## config.mk

```make
export PLATFORM = sky130hd
export DESIGN_NAME = lcdb_blinker
export DESIGN_NICKNAME = d
export VERILOG_FILES = /design/src/rtl/lcdb_pkg.sv /design/src/rtl/lcdb_frame_div.sv /design/src/rtl/lcdb_blink_phase.sv /design/src/rtl/lcdb_out_sel.sv /design/src/rtl/lcdb_blinker.sv
export SDC_FILE = /design/constraint.sdc
export NUM_CORES = 1
export LEC_CHECK = 0
export CAP_MARGIN = 40
export CORE_ASPECT_RATIO = 0.5
export CORE_MARGIN = 4
export CORE_UTILIZATION = 25
export CTS_CLUSTER_SIZE = 16
export DETAILED_ROUTE_END_ITERATION = 8
export GPL_ROUTABILITY_DRIVEN = 1
export SLEW_MARGIN = 20
export SYNTH_ARGS = -nofsm -noshare
export SYNTH_HDL_FRONTEND = slang
export SYNTH_SLANG_ARGS = --single-unit
```

## constraint.sdc

```tcl
create_clock -name clk -period 1.7 [get_ports clk]
set_clock_uncertainty 0.15 [all_clocks]
set_input_delay 0.34 -clock clk [delete_from_list [all_inputs] [get_ports clk]]
set_output_delay 0.34 -clock clk [all_outputs]
set_load 0.02 [all_outputs]
```

## src/rtl/lcdb_pkg.sv

```systemverilog
package lcdb_pkg;

   typedef enum logic [1:0] {
      DRV_STATIC  = 2'd0,
      DRV_DUPLEX  = 2'd1,
      DRV_TRIPLEX = 2'd2,
      DRV_QUAD    = 2'd3
   } drive_e;

   typedef enum logic [1:0] {
      BLK_OFF  = 2'd0,
      BLK_FAST = 2'd1,
      BLK_MID  = 2'd2,
      BLK_SLOW = 2'd3
   } blink_e;

   // True when the drive mode has an alternate bank available.
   function automatic logic bank_capable(input drive_e d);
      return (d == DRV_STATIC) || (d == DRV_DUPLEX);
   endfunction

endpackage

```

## src/rtl/lcdb_frame_div.sv

```systemverilog
module lcdb_frame_div #(
   parameter int OSC_PER_FRAME = 24
) (
   input  logic clk,
   input  logic rst_n,
   input  logic osc_en,
   output logic frame_tick
);
   localparam int CW   = (OSC_PER_FRAME > 1) ? $clog2(OSC_PER_FRAME) : 1;
   localparam logic [CW-1:0] LAST = CW'(OSC_PER_FRAME - 1);
   localparam bit POW2 = (OSC_PER_FRAME & (OSC_PER_FRAME - 1)) == 0;

   if (OSC_PER_FRAME < 2) begin : g_bad_len
      $error("lcdb_frame_div: OSC_PER_FRAME must be at least 2");
   end

   logic [CW-1:0] cnt_q;

   if (POW2) begin : g_wrap
      // Power-of-two frame: natural wrap, no compare-and-clear.
      always_ff @(posedge clk) begin
         if (!rst_n)      cnt_q <= '0;
         else if (osc_en) cnt_q <= cnt_q + 1'b1;
      end
   end else begin : g_clear
      always_ff @(posedge clk) begin
         if (!rst_n)           cnt_q <= '0;
         else if (osc_en) begin
            if (cnt_q == LAST) cnt_q <= '0;
            else               cnt_q <= cnt_q + 1'b1;
         end
      end
   end

   assign frame_tick = osc_en && (cnt_q == LAST);

   AST_FRAME_CNT_RANGE: assert property (@(posedge clk) disable iff (!rst_n)
      cnt_q <= LAST);
   AST_HOLD_WITHOUT_OSC: assert property (@(posedge clk) disable iff (!rst_n)
      !osc_en |=> $stable(cnt_q));
   AST_WRAP_AFTER_TICK: assert property (@(posedge clk) disable iff (!rst_n)
      frame_tick |=> (cnt_q == '0));

endmodule

```

## src/rtl/lcdb_blink_phase.sv

```systemverilog
module lcdb_blink_phase
   import lcdb_pkg::*;
#(
   parameter int FAST_HALF_FRAMES = 16,
   parameter int MODE_W           = 2
) (
   input  logic              clk,
   input  logic              rst_n,
   input  logic              frame_tick,
   input  logic [MODE_W-1:0] blink_mode,
   output logic              phase
);
   localparam int NUM_RATES = (1 << MODE_W) - 1;
   localparam int LOG_HALF  = (FAST_HALF_FRAMES > 1) ? $clog2(FAST_HALF_FRAMES) : 0;
   localparam int CNT_W     = LOG_HALF + NUM_RATES;

   if ((FAST_HALF_FRAMES & (FAST_HALF_FRAMES - 1)) != 0 || FAST_HALF_FRAMES < 1) begin : g_bad_half
      $error("lcdb_blink_phase: FAST_HALF_FRAMES must be a power of two");
   end
   if (MODE_W != 2) begin : g_bad_mode
      $error("lcdb_blink_phase: mode encoding assumes MODE_W == 2");
   end

   logic [CNT_W-1:0]   cnt_q, cnt_nxt;
   logic [NUM_RATES:0] cand;
   logic               phase_q;
   logic               off;

   assign off     = (blink_mode == BLK_OFF);
   assign cnt_nxt = off ? '0 : cnt_q + 1'b1;

   // Each slower rate takes the next higher count bit as its phase.
   assign cand[0] = 1'b0;
   for (genvar r = 1; r <= NUM_RATES; r++) begin : g_rate
      assign cand[r] = cnt_nxt[LOG_HALF + r - 1];
   end

   always_ff @(posedge clk) begin
      if (!rst_n) begin
         cnt_q   <= '0;
         phase_q <= 1'b0;
      end else if (frame_tick) begin
         cnt_q   <= cnt_nxt;
         phase_q <= cand[blink_mode];
      end
   end

   assign phase = phase_q;

   AST_PHASE_ON_FRAME: assert property (@(posedge clk) disable iff (!rst_n)
      !$stable(phase_q) |-> $past(frame_tick));
   AST_OFF_PRIMARY: assert property (@(posedge clk) disable iff (!rst_n)
      (frame_tick && off) |=> (!phase_q && cnt_q == '0));
   AST_CNT_FROZEN: assert property (@(posedge clk) disable iff (!rst_n)
      !frame_tick |=> $stable(cnt_q));

endmodule

```

## src/rtl/lcdb_out_sel.sv

```systemverilog
module lcdb_out_sel
   import lcdb_pkg::*;
(
   input  logic [1:0] drive_mode,
   input  logic       alt_blink,
   input  logic       bank_sel,
   input  logic       disp_en,
   input  logic       phase,
   output logic       disp_on,
   output logic       out_bank
);
   drive_e drv;
   logic   can_bank;
   logic   alternating;
   logic   blank_half;

   assign drv         = drive_e'(drive_mode);
   assign can_bank    = bank_capable(drv);
   assign alternating = alt_blink && can_bank;
   assign blank_half  = phase && !alternating;

   always_comb begin
      disp_on  = disp_en && !blank_half;
      if (!can_bank)        out_bank = 1'b0;
      else if (alternating) out_bank = phase;
      else                  out_bank = bank_sel;
   end

endmodule

```

## src/rtl/lcdb_blinker.sv

```systemverilog
module lcdb_blinker
   import lcdb_pkg::*;
#(
   parameter int OSC_PER_FRAME    = 24,
   parameter int FAST_HALF_FRAMES = 16
) (
   input  logic       clk,
   input  logic       rst_n,
   input  logic       osc_en,
   input  logic [1:0] blink_mode,
   input  logic       alt_blink,
   input  logic       bank_sel,
   input  logic [1:0] drive_mode,
   input  logic       disp_en,
   output logic       disp_on,
   output logic       out_bank
);
   logic frame_tick;
   logic phase;

   lcdb_frame_div #(.OSC_PER_FRAME(OSC_PER_FRAME)) frame_i (
      .clk        (clk),
      .rst_n      (rst_n),
      .osc_en     (osc_en),
      .frame_tick (frame_tick)
   );

   lcdb_blink_phase #(.FAST_HALF_FRAMES(FAST_HALF_FRAMES), .MODE_W(2)) phase_i (
      .clk        (clk),
      .rst_n      (rst_n),
      .frame_tick (frame_tick),
      .blink_mode (blink_mode),
      .phase      (phase)
   );

   lcdb_out_sel sel_i (
      .drive_mode (drive_mode),
      .alt_blink  (alt_blink),
      .bank_sel   (bank_sel),
      .disp_en    (disp_en),
      .phase      (phase),
      .disp_on    (disp_on),
      .out_bank   (out_bank)
   );

   AST_DISABLE_BLANKS: assert property (@(posedge clk) disable iff (!rst_n)
      !disp_en |-> !disp_on);
   AST_WIDE_NO_BANK: assert property (@(posedge clk) disable iff (!rst_n)
      drive_mode[1] |-> !out_bank);
   AST_ALT_STAYS_LIT: assert property (@(posedge clk) disable iff (!rst_n)
      (alt_blink && !drive_mode[1] && disp_en) |-> disp_on);
   AST_OUTS_ON_FRAME: assert property (@(posedge clk) disable iff (!rst_n)
      ($stable(drive_mode) && $stable(alt_blink) && $stable(bank_sel) &&
       $stable(disp_en) && !$past(frame_tick)) |-> ($stable(disp_on) && $stable(out_bank)));

endmodule

```

==> impl_metrics.csv, run 1 <==
group,metric,value,unit
run_status,status,"finished, final reports clean",
synthesis,synthSimpleGateAreaFrac,0.305,
die,die_h,46.1,microns
synthesis,ys_types,31,
power,power.share.switching,0.231,
detailed_routing,wirelength,1.54,mm
worst_setup_path,reg2reg_depth,5,
timing,finalWorstSetupSlack,47.0,ps
power,comb_power_share,0.111,
synthesis,syn_inst,85,
synthesis,synth_area,726,sq um
detailed_routing,ant_nets,0,
worst_setup_path,timing.rr.end,"phase_i.cnt_q[4]",
timing,rsz0062_at_grt,"true",
global_routing,grt_pass1_vias,607,
placed_design,dp_hpwl,1.21,mm
finish,layout_common_cells,"12 x dfxtp_1, 11 x buf_4, 9 x nor2_1",
clock_network,numCtsBuffers,3,
detailed_routing,wire_per_inst,10.7,microns
worst_setup_path,cp_cell_sequence,"clkdlybuf4s50_1 > nand2b_4 > a21boi_2 > buf_4",
synthesis,synth_top_area_share,0.359,
synthesis,ys_seq_elements,13,
global_routing,antenna_found_initial,0,
placed_design,dp_cells,140,
worst_setup_path,r2r-start,"frame_i.cnt_q[1]",
synthesis,synth_xor_area_frac,0.0362,
finish,instances_no_fill,144,
placed_design,gp_congestion,0.796,
finish,area_growth,37.1,%
timing,tightest_slew,267,ps
worst_setup_path,cp_slowest_stage_delay,420,ps
worst_setup_path,critPathBufInv,2,
worst_hold_path,hp-class,"register to register",
die,die_x,84.2,microns
worst_setup_path,arrival,1160,ps
die,dieArea,0.00388,sq mm
synthesis,ys_top_cells_by_area,"dfxtp_1 36%, mux2i_1 5.5%, o21a_1 5.2%",
power,p_per_area,677,mW/mm^2
power,p_sw,0.155,mW
worst_setup_path,endpoint,"disp_on",
global_routing,grt-ovfl-total,0,
timing,hold_slack,348,ps
power,peakVddDrop,0.184,mV
global_routing,grt_pass1_wl,2.59,mm
timing,slew_viol_final,0,
power,sequentialPowerShare,0.468,
clock_network,post-cts-setup-buffers,0,
synthesis,synthAdderAreaFrac,0.0345,
global_routing,grt_max_degree,9,
detailed_routing,drc_errors,0,
timing,fin_crit,1650,ps
synthesis,syn_nets,97,
finish,final_net_count,120,
placed_design,pre_cts_slack,-506,ps
die,core-area,0.00268,sq mm
finish,postLayoutCoreUtil,0.371,
timing,slew_headroom,0.821,
detailed_routing,drt-vias-per-instance,4.59,
finish,mostFrequentLayoutCell,"dfxtp_1",
synthesis,synth_top_family_by_area,"simple AND/OR/NAND/NOR gates",
global_routing,track_usage,0.0874,
placed_design,io_buffers,10,
synthesis,yosys_warnings,0,
timing,final-hold-violation-count,0,
worst_setup_path,critPathRequiredTime,1210,ps
worst_setup_path,critPathSlowestCell,"clkdlybuf4s50_1",
worst_setup_path,cp_max_fo,2,
power,finalPower,0.674,mW
run,cap_viol_max_count,0,
detailed_routing,vias,661,
placed_design,place_area,936,sq um
clock_network,htree_levels,1,
timing,setup-tns-final,0,ps
worst_setup_path,startpoint,"drive_mode[1]",
synthesis,ys_seq_area_frac,0.359,
power,clockPowerShare,0.421,
worst_setup_path,crit_type,"primary input to output port",
finish,drive_above_1_share,0.243,
worst_setup_path,startpoint_type,"primary input",
worst_setup_path,endpoint_kind,"output port",
worst_setup_path,cp.depth,4,
timing,min_period_over_period,0.972,
power,p_int,0.518,mW
clock_network,cts_buffer_depth,2,
clock_network,clk_pin_slew_worst_paths,60,ps
synthesis,avgSynthCellArea,8.54,sq um
synthesis,synth_top_cell_by_area,"dfxtp_1",
detailed_routing,first_iter_violations,29,
die,rows,13,
die,io_pins,12,
clock_network,cts_tree,"done",
synthesis,yosys-mux-area-fraction,0.0552,
clock_network,clock-root-buffer,"clkbuf_8",
clock_network,cts.sinks,13,
die,start_util,0.270,
timing,max_freq,0.605,GHz
power,p_leak,0.378,nW
detailed_routing,first_pass_iters,4,
synthesis,synth-compound-area-share,0.200,
timing,setup_viol,0,
finish,final_area,995,sq um
finish,diodes,0,
worst_setup_path,critical_path.top_delay_family,"buffers and inverters",
clock_network,clock_latency,250,ps
worst_setup_path,r2r_setup_slack,130,ps
## cell usage after synthesis, drive strengths merged
cell / instances
inv: 1
and2b: 1
nand3: 6
nand2: 5
nor3b: 1
nor3: 2
nand2b: 1
and2: 4
nor2b: 2
or2: 1
nor2: 9
a211o: 1
or3: 2
a21boi: 5
nand4: 2
xnor2: 2
mux2i: 4
dfxtp: 13
ha: 2
clkbuf: 1
o21ai: 6
xor2: 1
and3: 3
a21oi: 1
a31oi: 3
o211ai: 1
o21a: 5
## kinds of logic (layout without fill, tap and decap cells)
group	after synthesis	count (layout)
simple gates	39	39
compound gates	22	22
flops	13	13
mux	4	4
xor+xnor	3	3
fa+ha+maj	2	2
buf+inv	2	24
## worst register-to-register path: cells and delay by family, from the launching register on
family | cells | cell delay (ps)
flip-flops | 1 | 350
AND/OR/NAND/NOR | 3 | 680
adder cells (fa/ha/maj) | 1 | 190
AO/OA/AOI/OAI | 1 | 140
## layer usage
layer,track usage,part of all wire,wire [microns],vias to the layer above
met3,0.0268,0.039,60,3
met2,0.152,0.46,708,9
li1,-,-,-,351
met5,0,0,0,-
met1,0.106,0.49,755,298
met4,0.0288,0.0072,11,0
## power groups by stage
| stage | clock [mW] | combinational (mW) | sequential, mW |
|---|---|---|---|
| floorplan | 0 | 0.0301 | 0.320 |
| global placement | 0 | 0.0728 | 0.321 |
| detailed placement | 0 | 0.0739 | 0.321 |
| CTS | 0.290 | 0.0729 | 0.315 |
| global route | 0.303 | 0.0840 | 0.316 |
| finish | 0.284 | 0.0750 | 0.315 |
## how the worst min path moves through the flow
stage,startpoint,endpoint,cells past startpoint
after floorplan,phase_i.cnt_q[1],phase_i.cnt_q[1],2
after global routing,phase_i.cnt_q[1],phase_i.cnt_q[1],2
after detailed placement,phase_i.cnt_q[1],phase_i.cnt_q[1],2
after CTS,phase_i.cnt_q[1],phase_i.cnt_q[1],2
final,phase_i.cnt_q[1],phase_i.cnt_q[1],2
after global placement,phase_i.cnt_q[1],phase_i.cnt_q[1],2
## final cells by class
class                      count  area, sq um
timing repair buffer          19          161
clock buffer                   3         41.3
inverter                       1         3.75
clock inverter                 1         5.00
sequential                    13          262
fill                         280         1690
multi-input combinational     70          475
tap                           37         46.3
## state kept, by name, summed over array words and instances, names as in the netlist
register / count
phase_i.phase: 1
phase_i.cnt_q: 7
frame_i.cnt_q: 5
## repair_timing
action | CTS | global route
gates resized for setup | 13 | 6
hold buffers | 0 | 0
setup endpoints to repair | 2 | 5
pin swaps | 0 | 1
Power figures use the tool's default switching activity.
==> inputs of run 2 (changes only) <==
- MAX_ROUTING_LAYER: default -> met4
==> run 2 against run 1 <==
Worst setup slack stayed put. Highest routed layer unchanged. Clock power hardly changed. Critical path type unchanged. Design area stayed put. Global-route usage is 0.27 points higher. Non-clock buffer count stayed put. Critical endpoint unchanged. Core utilization stayed put. Power hardly changed. Die area stayed put.
==> impl_metrics.csv, run 2 (synthesized netlist as in run 1, its figures left out) <==
group,metric,value,unit
timing,max_freq,0.605,GHz
global_routing,grt_pass1_vias,608,
worst_setup_path,endpoint_kind,"output port",
clock_network,cts_tree,"done",
power,peakVddDrop,0.184,mV
detailed_routing,drc_errors,0,
die,die_x,84.2,microns
worst_setup_path,timing.rr.end,"phase_i.cnt_q[4]",
global_routing,track_usage,0.0901,
worst_setup_path,critPathBufInv,2,
timing,fin_crit,1650,ps
global_routing,grt_max_degree,9,
clock_network,clock_latency,250,ps
clock_network,numCtsBuffers,3,
run_status,status,"finished, final reports clean",
placed_design,place_area,936,sq um
timing,min_period_over_period,0.972,
clock_network,clock-root-buffer,"clkbuf_8",
die,die_h,46.1,microns
clock_network,clk_pin_slew_worst_paths,60,ps
finish,mostFrequentLayoutCell,"dfxtp_1",
worst_setup_path,crit_type,"primary input to output port",
timing,slew_viol_final,0,
power,p_per_area,677,mW/mm^2
die,start_util,0.270,
power,finalPower,0.674,mW
detailed_routing,first_iter_violations,26,
worst_setup_path,cp_max_fo,2,
detailed_routing,ant_nets,0,
finish,instances_no_fill,144,
power,p_int,0.518,mW
clock_network,cts.sinks,13,
worst_setup_path,critical_path.top_delay_family,"buffers and inverters",
finish,final_net_count,120,
finish,largest-register,"phase_i.cnt_q",
worst_hold_path,hp-start,"phase_i.cnt_q[1]",
die,core-area,0.00268,sq mm
power,power.share.switching,0.231,
worst_setup_path,cp_cell_sequence,"clkdlybuf4s50_1 > nand2b_4 > a21boi_2 > buf_4",
worst_setup_path,critPathSlowestCell,"clkdlybuf4s50_1",
worst_setup_path,reg2reg_depth,5,
timing,tightest_slew,267,ps
power,p_sw,0.155,mW
timing,setup-tns-final,0,ps
die,io_pins,12,
worst_setup_path,cp.depth,4,
global_routing,grt_pass1_wl,2.59,mm
detailed_routing,first_pass_iters,4,
die,dieArea,0.00388,sq mm
placed_design,dp_cells,140,
clock_network,holdBufCountCts,0,
detailed_routing,vias,661,
power,comb_power_share,0.111,
worst_setup_path,critPathRequiredTime,1210,ps
placed_design,gp_congestion,0.807,
finish,largest_register_ffs,7,
timing,rsz0062_at_grt,"true",
worst_hold_path,hp-class,"register to register",
detailed_routing,wirelength,1.54,mm
timing,slew_headroom,0.821,
worst_setup_path,startpoint_type,"primary input",
timing,final-hold-violation-count,0,
clock_network,cts_buffer_depth,2,
detailed_routing,drt-vias-per-instance,4.59,
worst_setup_path,arrival,1160,ps
power,sequentialPowerShare,0.468,
worst_setup_path,r2r_setup_slack,130,ps
finish,final_area,995,sq um
worst_hold_path,holdPathStages,2,
global_routing,grt-ovfl-total,0,
detailed_routing,wire_per_inst,10.7,microns
power,clockPowerShare,0.421,
finish,drive_above_1_share,0.243,
placed_design,dp_hpwl,1.21,mm
die,rows,13,
clock_network,htree_levels,1,
finish,area_growth,37.1,%
worst_hold_path,hold-path-endpoint,"phase_i.cnt_q[1]",
run,cap_viol_max_count,0,
global_routing,antenna_found_initial,0,
worst_setup_path,r2r-start,"frame_i.cnt_q[1]",
worst_setup_path,cp_slowest_stage_delay,420,ps
finish,layout_common_cells,"12 x dfxtp_1, 11 x buf_4, 9 x nor2_1",
placed_design,io_buffers,10,
finish,postLayoutCoreUtil,0.371,
timing,setup_viol,0,
power,p_leak,0.378,nW
finish,diodes,0,
run 2: cell counts in the layout (fill, tap and decap cells not counted):
Identical to the previous run, type by type.
run 2: final cells by class:
| type | count | area, sq um |
|---|---|---|
| Sequential cell | 13 | 262 |
| Fill cell | 280 | 1690 |
| Tap cell | 37 | 46.3 |
| Clock inverter | 1 | 5.00 |
| Inverter | 1 | 3.75 |
| Multi-Input combinational cell | 70 | 475 |
| Clock buffer | 3 | 41.3 |
| Timing Repair Buffer | 19 | 161 |
run 2: worst min-delay path: stages, from the launching register on:
cell and delay [ps]:
dfxtp_1 330, nand2_1 60, a21boi_0 60
run 2: metal layers:
metal | vias to the layer above | GRT usage | wire length (microns)
met5 | - | - | 0
met4 | 0 | 0.0288 | 11
met1 | 298 | 0.106 | 755
met3 | 3 | 0.0268 | 60
li1 | 351 | - | -
met2 | 9 | 0.152 | 708
run 2: metrics by stage:
step | hold WS (ps) | setup slack (ps)
floorplan | 317 | 212
finish | 348 | 47.0
CTS | 352 | 5.48
global placement | 344 | -457
detailed placement | 343 | -506
global route | 381 | -1.49
run 2: worst max-delay path by stage:
stage	from	to	slack, ps
floorplan	phase_i.cnt_q[0]	phase_i.cnt_q[6]	210
global placement	alt_blink	disp_on	-460
detailed placement	drive_mode[1]	disp_on	-510
CTS	drive_mode[1]	disp_on	5
global route	drive_mode[1]	disp_on	-1
finish	drive_mode[1]	disp_on	50
run 2: power groups by stage:
| stage | Sequential, mW | Combinational (mW) | Clock, mW |
|---|---|---|---|
| 6_report | 0.315 | 0.0750 | 0.284 |
| 5_1_grt | 0.316 | 0.0840 | 0.303 |
| 4_1_cts | 0.315 | 0.0729 | 0.290 |
| 3_5_place_dp | 0.321 | 0.0739 | 0 |
| 3_3_place_gp | 0.321 | 0.0728 | 0 |
| 2_1_floorplan | 0.320 | 0.0301 | 0 |
run 2: timing repair:
action / CTS / global route
pin swaps: 0 / 1
buffers inserted: 0 / 0
gates resized for setup: 13 / 6
setup endpoints to repair: 2 / 5
==> inputs of run 3 (changes only) <==
- CORE_ASPECT_RATIO: 0.5 -> default
- CORE_UTILIZATION: 25 -> 50
- GPL_TIMING_DRIVEN: default -> 0
- PLACE_DENSITY: default -> 0.76
==> run 3 against run 2 <==
Wire length fell by 5.3%. Sequential share of layout area rose by 3.9 points. Register-to-register slack got worse by 40 ps. Core utilization rose by 28 points. Design area fell by 12%. Critical path depth did not move. Cell count fell by 21%. Power fell by 15%. Clock power fell by 30%. Non-clock buffer count fell by 8. Flip-flop and latch count did not move. Critical path type unchanged.
==> impl_metrics.csv, run 3 (synthesized netlist as in run 1, its figures left out) <==
group,metric,value,unit
finish,mostFrequentLayoutCell,"dfxtp_1",
detailed_routing,wirelength,1.46,mm
finish,instances_no_fill,114,
global_routing,track_usage,0.163,
global_routing,grt_use_met2,0.236,
finish,final_net_count,112,
finish,layout_common_cells,"11 x dfxtp_1, 9 x nor2_1, 6 x o21ai_0, 6 x clkdlybuf4s50_1",
finish,final_area,871,sq um
worst_setup_path,cp_max_fo,2,
clock_network,holdBufCountCts,0,
timing,final-hold-violation-count,0,
finish,largest_register_ffs,7,
run_status,status,"finished, final reports clean",
clock_network,cts_tree,"done",
finish,drive_above_1_share,0.141,
placed_design,place_area,845,sq um
power,power.share.switching,0.242,
clock_network,clk_pin_slew_worst_paths,80,ps
detailed_routing,wire_per_inst,12.8,microns
power,peakVddDrop,0.483,mV
timing,max_freq,0.602,GHz
clock_network,cts.sinks,13,
worst_setup_path,reg2reg_depth,5,
timing,finalWorstSetupSlack,37.8,ps
die,dieArea,0.00212,sq mm
detailed_routing,drc_errors,0,
die,io_pins,12,
power,comb_power_share,0.104,
clock_network,numCtsBuffers,3,
timing,setup_viol,0,
power,p_per_area,656,mW/mm^2
global_routing,grt_max_degree,11,
clock_network,post-cts-setup-buffers,0,
power,p_leak,0.326,nW
die,rows,13,
global_routing,grtUsageMet1,0.200,
timing,min_period_over_period,0.978,
finish,fillers,119,
global_routing,grt_pass1_wl,2.37,mm
detailed_routing,ant_nets,0,
placed_design,dp_cells,110,
die,start_util,0.544,
detailed_routing,vias,668,
clock_network,clock_latency,280,ps
worst_hold_path,hp-class,"primary input to register",
placed_design,dp_hpwl,1.04,mm
die,die_h,46.1,microns
placed_design,io_buffers,10,
timing,setup-tns-final,0,ps
power,finalPower,0.571,mW
global_routing,grt_pass1_vias,579,
clock_network,clock-root-buffer,"clkbuf_4",
global_routing,antenna_found_initial,0,
worst_setup_path,endpoint_kind,"output port",
worst_setup_path,critPathRequiredTime,1210,ps
die,die_x,46.1,microns
placed_design,pre_cts_slack,-494,ps
power,clockPowerShare,0.346,
run,cap_viol_max_count,0,
timing,tightest_slew,390,ps
detailed_routing,first_pass_iters,4,
clock_network,htree_levels,1,
power,sequentialPowerShare,0.549,
timing,fin_crit,1660,ps
worst_setup_path,startpoint_type,"primary input",
worst_setup_path,arrival,1170,ps
finish,largest-register,"phase_i.cnt_q",
global_routing,grt-ovfl-total,0,
global_routing,top_usage_layer,"met2",
clock_network,cts_buffer_depth,2,
global_routing,use_met3,0.0391,
die,core-area,0.00133,sq mm
finish,diodes,0,
timing,rsz0062_at_grt,"false",
placed_design,gp_congestion,0.788,
detailed_routing,first_iter_violations,15,
power,p_int,0.433,mW
finish,area_growth,20.0,%
worst_setup_path,crit_type,"primary input to output port",
timing,slew_viol_final,0,
detailed_routing,drt-vias-per-instance,5.86,
timing,slew_headroom,0.740,
worst_hold_path,holdPathStages,3,
power,p_sw,0.138,mW
-- run 3: area by class of cell --
cell class	count	area, sq um	share of cell area
repair buffers	10	93.8	0.108
plain buffers	1	3.75	0.00431
inverters	1	3.75	0.00431
flip-flops and latches	13	263	0.302
multi-input cells	70	462	0.530
well taps	15	18.8	0.0216
clock buffers	4	26.3	0.0302
-- run 3: worst max-delay path: stages --
cell	delay, ps
clkdlybuf4s50_1	410
nand2b_1	140
a21boi_1	120
buf_4	160
-- run 3: repair_timing --
action,4_1_cts,5_1_grt
pin swaps,0,1
endpoints found under the setup margin,2,5
resized for setup,11,6
-- run 3: per-layer routing --
| metal | vias to the layer above | share of wire |
|---|---|---|
| met5 | - | 0 |
| met4 | 0 | 0.017 |
| met3 | 4 | 0.087 |
| met2 | 32 | 0.41 |
| met1 | 300 | 0.48 |
| li1 | 332 | - |
-- run 3: path summary, 6_finish.rpt --
check	slack, ps	to	from
max	40	disp_on	drive_mode[1]
max reg2reg	90	phase_i.cnt_q[2]	frame_i.cnt_q[0]
min reg2reg	340	phase_i.cnt_q[1]	phase_i.cnt_q[1]
min	310	frame_i.cnt_q[0]	osc_en
-- run 3: through the flow --
step | util | hold slack [ps]
6_report | 0.653 | 309
5_1_grt | 0.653 | 338
4_1_cts | 0.644 | 357
3_5_place_dp | 0.633 | 344
3_3_place_gp | 0.633 | 332
2_1_floorplan | - | 317
-- run 3: power groups by stage --
stage / registers, mW / logic (mW) / clock network [mW]
2_1_floorplan: 0.320 / 0.0301 / 0
3_3_place_gp: 0.321 / 0.0609 / 0
3_5_place_dp: 0.321 / 0.0619 / 0
4_1_cts: 0.314 / 0.0597 / 0.204
5_1_grt: 0.314 / 0.0656 / 0.218
6_report: 0.314 / 0.0596 / 0.198
